File: src/rtl/pb_pkg.sv
package pb_pkg;

    localparam int SAMPLE_W = 16;
    localparam int DAC_W    = 12;

    typedef enum logic [1:0] {
        S_IDLE      = 2'd0,
        S_WAIT_DATA = 2'd1,
        S_EMIT      = 2'd2
    } pb_state_e;

    // signed s.15 to offset-binary 12-bit code
    function automatic logic [DAC_W-1:0] s15_to_code(input logic [SAMPLE_W-1:0] s);
        return {~s[SAMPLE_W-1], s[SAMPLE_W-2 -: DAC_W-1]};
    endfunction

endpackage

File: src/rtl/pb_tick_gen.sv
module pb_tick_gen #(
    parameter int CLK_PER_SAMPLE = 1000
) (
    input  logic clk,
    input  logic rst_n,
    output logic tick
);
    localparam int TW = (CLK_PER_SAMPLE > 1) ? $clog2(CLK_PER_SAMPLE) : 1;
    localparam logic [TW-1:0] LAST = TW'(CLK_PER_SAMPLE - 1);

    logic [TW-1:0] cnt;

    always_ff @(posedge clk) begin
        if (!rst_n)          cnt <= '0;
        else if (cnt == LAST) cnt <= '0;
        else                 cnt <= cnt + TW'(1);
    end

    assign tick = (cnt == LAST);

    // a tick never lasts two cycles
    p_tick_single_r1: assert property (@(posedge clk) disable iff (!rst_n)
        tick |=> !tick);

endmodule

File: src/rtl/pb_ptr_regs.sv
module pb_ptr_regs #(
    parameter int ADDR_W = 8
) (
    input  logic              clk,
    input  logic              rst_n,
    input  logic              loopback_en,
    input  logic              rx_load,
    input  logic [ADDR_W-1:0] rx_start,
    input  logic [ADDR_W-1:0] rx_end,
    input  logic              cap_load,
    input  logic [ADDR_W-1:0] cap_start,
    input  logic [ADDR_W-1:0] cap_end,
    input  logic              adv,
    output logic              avail,
    output logic [ADDR_W-1:0] fetch_addr
);
    logic [ADDR_W-1:0] rd_ptr, end_ptr;
    logic              ld_go;
    logic [ADDR_W-1:0] ld_start, ld_end, eff_start, eff_end;

    // pointer source select
    always_comb begin
        if (loopback_en) begin
            ld_go    = cap_load;
            ld_start = cap_start;
            ld_end   = cap_end;
        end else begin
            ld_go    = rx_load;
            ld_start = rx_start;
            ld_end   = rx_end;
        end
    end

    // a load in the tick cycle is seen by that tick
    assign eff_start  = ld_go ? ld_start : rd_ptr;
    assign eff_end    = ld_go ? ld_end   : end_ptr;
    assign avail      = (eff_start != eff_end);
    assign fetch_addr = eff_start;

    always_ff @(posedge clk) begin
        if (!rst_n) begin
            rd_ptr  <= '0;
            end_ptr <= '0;
        end else if (adv) begin
            rd_ptr  <= eff_start + ADDR_W'(1);
            end_ptr <= eff_end;
        end else if (ld_go) begin
            rd_ptr  <= ld_start;
            end_ptr <= ld_end;
        end
    end

    // each fetched sample moves the read pointer by one
    p_ptr_advance_r3: assert property (@(posedge clk) disable iff (!rst_n)
        (adv && !ld_go) |=> (rd_ptr == $past(rd_ptr) + ADDR_W'(1)));

    // a load discards what remained
    p_load_replace_r6: assert property (@(posedge clk) disable iff (!rst_n)
        (ld_go && !adv) |=> (rd_ptr == $past(ld_start) && end_ptr == $past(ld_end)));

    // the unselected source cannot disturb the pointers
    p_source_select_r7: assert property (@(posedge clk) disable iff (!rst_n)
        (!loopback_en && cap_load && !rx_load && !adv) |=> ($stable(rd_ptr) && $stable(end_ptr)));

endmodule

File: src/rtl/pb_seq_fsm.sv
module pb_seq_fsm
    import pb_pkg::*;
#(
    parameter int UNDER_W = 16
) (
    input  logic                clk,
    input  logic                rst_n,
    input  logic                tick,
    input  logic                avail,
    input  logic [SAMPLE_W-1:0] rd_data,
    output logic                adv,
    output logic                rd_en,
    output logic                dac_wr,
    output logic [DAC_W-1:0]    dac_code,
    output logic [UNDER_W-1:0]  underrun_cnt
);
    pb_state_e state, state_nx;
    logic      starve;

    // state register
    always_ff @(posedge clk) begin
        if (!rst_n) state <= S_IDLE;
        else        state <= state_nx;
    end

    always_comb begin
        state_nx = state;
        unique case (state)
            S_IDLE:      if (tick && avail) state_nx = S_WAIT_DATA;
            S_WAIT_DATA: state_nx = S_EMIT;
            S_EMIT:      state_nx = S_IDLE;
            default:     state_nx = S_IDLE;
        endcase
    end

    // outputs
    always_comb begin
        adv    = 1'b0;
        starve = 1'b0;
        dac_wr = 1'b0;
        unique case (state)
            S_IDLE: begin
                adv    = tick && avail;
                starve = tick && !avail;
            end
            S_WAIT_DATA: ;
            S_EMIT:  dac_wr = 1'b1;
            default: ;
        endcase
    end

    assign rd_en = adv;

    always_ff @(posedge clk) begin
        if (!rst_n) begin
            dac_code     <= {1'b1, {(DAC_W-1){1'b0}}};
            underrun_cnt <= '0;
        end else begin
            if (state == S_WAIT_DATA) dac_code <= s15_to_code(rd_data);
            if (starve && underrun_cnt != {UNDER_W{1'b1}})
                underrun_cnt <= underrun_cnt + UNDER_W'(1);
        end
    end

    // ticks only arrive while the sequencer is idle
    p_tick_in_idle_r1: assert property (@(posedge clk) disable iff (!rst_n)
        tick |-> (state == S_IDLE));

    // a read is followed two cycles later by a write
    p_write_after_read_r3: assert property (@(posedge clk) disable iff (!rst_n)
        rd_en |-> ##2 dac_wr);

    // a starved tick produces no write
    p_no_write_starved_r4: assert property (@(posedge clk) disable iff (!rst_n)
        (tick && !avail) |-> ##2 !dac_wr);

    // the counter only ever steps by one
    p_underrun_step_r8: assert property (@(posedge clk) disable iff (!rst_n)
        !$stable(underrun_cnt) |-> (underrun_cnt == $past(underrun_cnt) + UNDER_W'(1)));

endmodule

File: src/rtl/playback_sched.sv
module playback_sched #(
    parameter int CLK_PER_SAMPLE = 1000,
    parameter int ADDR_W         = 8,
    parameter int UNDER_W        = 16
) (
    input  logic               clk,
    input  logic               rst_n,
    input  logic               loopback_en,
    input  logic               rx_load,
    input  logic [ADDR_W-1:0]  rx_start,
    input  logic [ADDR_W-1:0]  rx_end,
    input  logic               cap_load,
    input  logic [ADDR_W-1:0]  cap_start,
    input  logic [ADDR_W-1:0]  cap_end,
    output logic               mem_rd_en,
    output logic [ADDR_W-1:0]  mem_rd_addr,
    input  logic [15:0]        mem_rd_data,
    output logic               conv_start,
    output logic               dac_wr,
    output logic [11:0]        dac_code,
    output logic [UNDER_W-1:0] underrun_cnt
);
    if (CLK_PER_SAMPLE < 4) begin : g_bad_rate
        $error("CLK_PER_SAMPLE must be at least 4");
    end

    logic tick, avail, adv;

    pb_tick_gen #(.CLK_PER_SAMPLE(CLK_PER_SAMPLE)) u_tick (
        .clk   (clk),
        .rst_n (rst_n),
        .tick  (tick)
    );

    pb_ptr_regs #(.ADDR_W(ADDR_W)) u_ptr (
        .clk         (clk),
        .rst_n       (rst_n),
        .loopback_en (loopback_en),
        .rx_load     (rx_load),
        .rx_start    (rx_start),
        .rx_end      (rx_end),
        .cap_load    (cap_load),
        .cap_start   (cap_start),
        .cap_end     (cap_end),
        .adv         (adv),
        .avail       (avail),
        .fetch_addr  (mem_rd_addr)
    );

    pb_seq_fsm #(.UNDER_W(UNDER_W)) u_seq (
        .clk          (clk),
        .rst_n        (rst_n),
        .tick         (tick),
        .avail        (avail),
        .rd_data      (mem_rd_data),
        .adv          (adv),
        .rd_en        (mem_rd_en),
        .dac_wr       (dac_wr),
        .dac_code     (dac_code),
        .underrun_cnt (underrun_cnt)
    );

    assign conv_start = tick;

endmodule

File: config.mk
export PLATFORM = sky130hd
export DESIGN_NAME = playback_sched
export DESIGN_NICKNAME = d
export VERILOG_FILES = /design/src/rtl/pb_pkg.sv /design/src/rtl/pb_tick_gen.sv /design/src/rtl/pb_ptr_regs.sv /design/src/rtl/pb_seq_fsm.sv /design/src/rtl/playback_sched.sv
export SDC_FILE = /design/constraint.sdc
export NUM_CORES = 1
export LEC_CHECK = 0
export ABC_AREA = 0
export BUFFER_PORTS_ARGS = -buffer_cell sky130_fd_sc_hd__buf_2
export CORE_MARGIN = 2
export CORE_UTILIZATION = 40
export CTS_CLUSTER_DIAMETER = 50
export CTS_CLUSTER_SIZE = 8
export DETAILED_ROUTE_END_ITERATION = 16
export GPL_TIMING_DRIVEN = 0
export PLACE_DENSITY_LB_ADDON = 0.05
export SYNTH_ARGS = -nofsm -noshare
export SYNTH_HDL_FRONTEND = slang
export SYNTH_SLANG_ARGS = --single-unit
export TNS_END_PERCENT = 10
File: constraint.sdc
create_clock -name clk -period 3 [get_ports clk]
set_clock_uncertainty 0.2 [all_clocks]
set_input_delay 0.6 -clock clk [delete_from_list [all_inputs] [get_ports clk]]
set_output_delay 0.6 -clock clk [all_outputs]
set_load 0.02 [all_outputs]
==> metrics.yaml <==
drt:
  drc_errors: 0
  vias: 2805
  drt_wl_total_um: 7640
  first_pass_iters: 5
  ant_nets: 0
  vias_per_cell: 5.09
  avgRoutedWirePerCell_um: 13.9
  drt_iter0_drc: 88
power:
  p_switching_mw: 0.438
  vdd_drop_max_uv: 212
  finalPower_mw: 1.62
  p_seq_share_pct: 48.1
  swShare_pct: 27.1
  combPwrFrac_pct: 20.0
  internal_power_mw: 1.18
  p_leak_nw: 1.66
  p_clk_share_pct: 31.9
  p_per_area_nw_per_um2: 392
global_route:
  grt_pass1_vias: 2506
  antenna_found_initial: 0
  grt_remaining_overflow: 0
  grt_max_degree: 19
  grt_first_pass_wirelength_um: 11900
  grt.total_usage_pct: 17.5
final_layout:
  final_cells: 551
  finalInstanceArea_um2: 4130
  drive_gt1_share_pct: 33.0
  finalNetCount: 507
  fill_cells: 687
  areaGrowthSynthToFinish_pct: 36.3
  antenna_cells: 0
worst_setup_path:
  crit_family: "buffers and inverters"
  cpPeakStageDelay_ps: 200
  critical_path_buf_inv_count: 5
  crit_arrival_ps: 2130
  cp_common_cell: "buf_12"
  critPathKind: "input pin to output pin"
  rr_worst_depth: 9
  critPathMaxFanout: 7
  cp-end-kind: "output pin"
  critPathSlowestCell: "mux2i_4"
  r2r_slack_ps: 420
  reg2reg_from: "u_tick.cnt[0]$_SDFF_PP0_"
  path_cells: "buf_12 > buf_12 > buf_12 > mux2i_4 > mux2i_4 > xnor2_1 > nand4_1 > nor2_2 > buf_6 > nor2_4 > buf_6"
  r2r_end: "u_seq.underrun_cnt[13]$_SDFFE_PN0P_"
  required_ps: 2200
  cp-start-kind: "input pin"
place:
  post-dp-hpwl_um: 5500
  placed_area_um2: 3620
  gp_congestion: 0.802
  place_ws_ps: -447
  port_buffers: 84
  place_inst: 528
floorplanning:
  die_x_um: 91.0
  die_h_um: 91.0
  io_pins: 92
  start_util_pct: 41.5
  dieArea_um2: 8280
  rows: 31
  core_area_um2: 7290
yosys:
  synth_seq_cells: 56
  async_flop_share_pct: 0
  syn_inst: 345
  synth_area_leaders: "dfxtp_1, mux2i_1, nand2_1"
  yosysTopAreaCell: "dfxtp_1"
  synth_top_area_share_pct: 37.0
  ys_seq_area_share_pct: 37.0
  syn_avg_cell_area_um2: 8.77
  synth_edf_count: 0
  netlist_area_um2: 3030
  ys_types: 37
  synthFlopType: "dfxtp_1"
  yosysWarnings: 0
  syn-num-nets: 401
clock_network:
  cts_tree: "built"
  h-tree-depth: 2
  insertion_delay_ps: 310
  cts_root_buf: "clkbuf_8"
  cts_buffers: 5
  clkSlewWorstSetupHoldPaths_ps: 110
  clock_sinks: 56
  clockBufferDepth: 2
outcome:
  status: "complete, no violations"
job:
  drv_cap: 0
timing:
  relSlewSlack_pct: 61.5
  finalSetupViolCount: 0
  drv_slew: 0
  setup_slack_ps: 71.3
  worst_slew_pin_slew_ps: 577
  min_period_over_period_pct: 97.6
  fmax_mhz: 341
  min_period_ps: 2930
  final-hold-violation-count: 0
min_path:
  hold_end: "u_seq.dac_code[10]$_SDFFE_PN0N_"
  min_path_type: "flop to flop"
  hold_start: "u_seq.dac_code[10]$_SDFFE_PN0N_"
  min_path_cells: 2
[worst register-to-register path: cells and delay by family (launching register included)]
kind / cells / cell delay (ps)
flops: 1 / 390
fa+ha+maj: 1 / 250
compound gates: 1 / 140
simple gates: 6 / 1350
buf+inv: 1 / 200
[timing repair]
action	CTS	global route
cloned	0	1
endpoints found under the setup margin	1	1
pin swaps	3	4
gates resized for setup	19	30
buffers inserted	4	12
hold buffers	0	0
[worst max-delay path by stage]
stage	slack, ps	startpoint	to	cells past startpoint
floorplan	7	loopback_en	mem_rd_en	7
global placement	-430	loopback_en	mem_rd_en	9
detailed placement	-450	loopback_en	mem_rd_en	9
CTS	2	u_tick.cnt[0]$_SDFF_PP0_	mem_rd_en	7
global route	-10	cap_load	mem_rd_en	11
finish	70	cap_load	mem_rd_en	11
[power by group through the flow]
| stage | Clock, mW | Combinational [mW] | Sequential [mW] |
|---|---|---|---|
| after floorplan | 0 | 0.180 | 0.788 |
| after global placement | 0 | 0.252 | 0.791 |
| after detailed placement | 0 | 0.255 | 0.791 |
| after CTS | 0.528 | 0.280 | 0.776 |
| after global routing | 0.557 | 0.350 | 0.781 |
| final | 0.516 | 0.324 | 0.778 |
[synth_stat cells (all sizes together), types with 5 or more instances]
cell / n
mux2i: 58
dfxtp: 56
nand2: 45
a21oi: 21
nand3: 16
nor2: 16
nand2b: 14
nor3: 12
clkbuf: 11
buf: 10
xnor2: 10
and2: 9
or3: 9
nand4: 7
o21ai: 7
o41ai: 6
xor2: 6
and3: 5
[layout make-up]
class | instances | area, µm² | area share, %
clock inverters | 3 | 47.5 | 1.15
inverters | 5 | 18.8 | 0.455
repair buffers | 100 | 597 | 14.5
multi-input cells | 263 | 1980 | 48.0
clock buffers | 5 | 68.8 | 1.67
well taps | 99 | 124 | 3.00
flip-flops and latches | 56 | 1120 | 27.2
plain buffers | 20 | 169 | 4.09
[state kept, by name, summed over array words and instances, names as in the netlist]
register,count
u_seq.underrun_cnt,16
u_seq.dac_code,12
u_tick.cnt,10
u_ptr.end_ptr,8
u_ptr.rd_ptr,8
u_seq.state,2
[layer usage]
metal	wire length (µm)	global-route usage, %	up-vias
met5	0	0	-
met2	3590	28.6	70
met3	362	4.32	2
met4	36	3.79	0
met1	3660	23.4	1291
li1	-	-	1442
[logic make-up after synthesis]
logic type / synth area share [%]
xor gates and xnor gates: 4.63
adders and majority gates: 1.24
AOI/OAI and AO/OA: 7.98
and+or+nand+nor: 24.9
buffers and inverters: 4.88
DFF: 37.0
muxes: 19.3
[stage by stage]
step	hold WS (ps)	util, %	TNS, ps
after floorplan	230	-	0
after global placement	240	49.6	-894
after detailed placement	246	49.6	-1300
after CTS	264	52.8	0
after global routing	289	56.6	-14.1
final	260	56.6	0
[layout by cell type, fill, tap and decap left out, types with 3 or more instances in the layout]
cell / n
buf_2: 85
dfxtp_1: 56
nand2_1: 44
mux2i_1: 34
a21oi_1: 21
nand3_1: 16
nor2_1: 14
nand2b_1: 14
buf_4: 13
mux2i_4: 13
mux2i_2: 11
xnor2_1: 10
clkbuf_1: 10
nor3_1: 10
and2_1: 9
or3_1: 9
nand4_1: 7
o21ai_0: 7
buf_12: 6
xor2_1: 6
o41ai_1: 6
and3_1: 5
clkbuf_8: 5
buf_6: 4
inv_1: 4
nand3b_1: 3
Note: power is estimated with default switching activity, not from simulation.
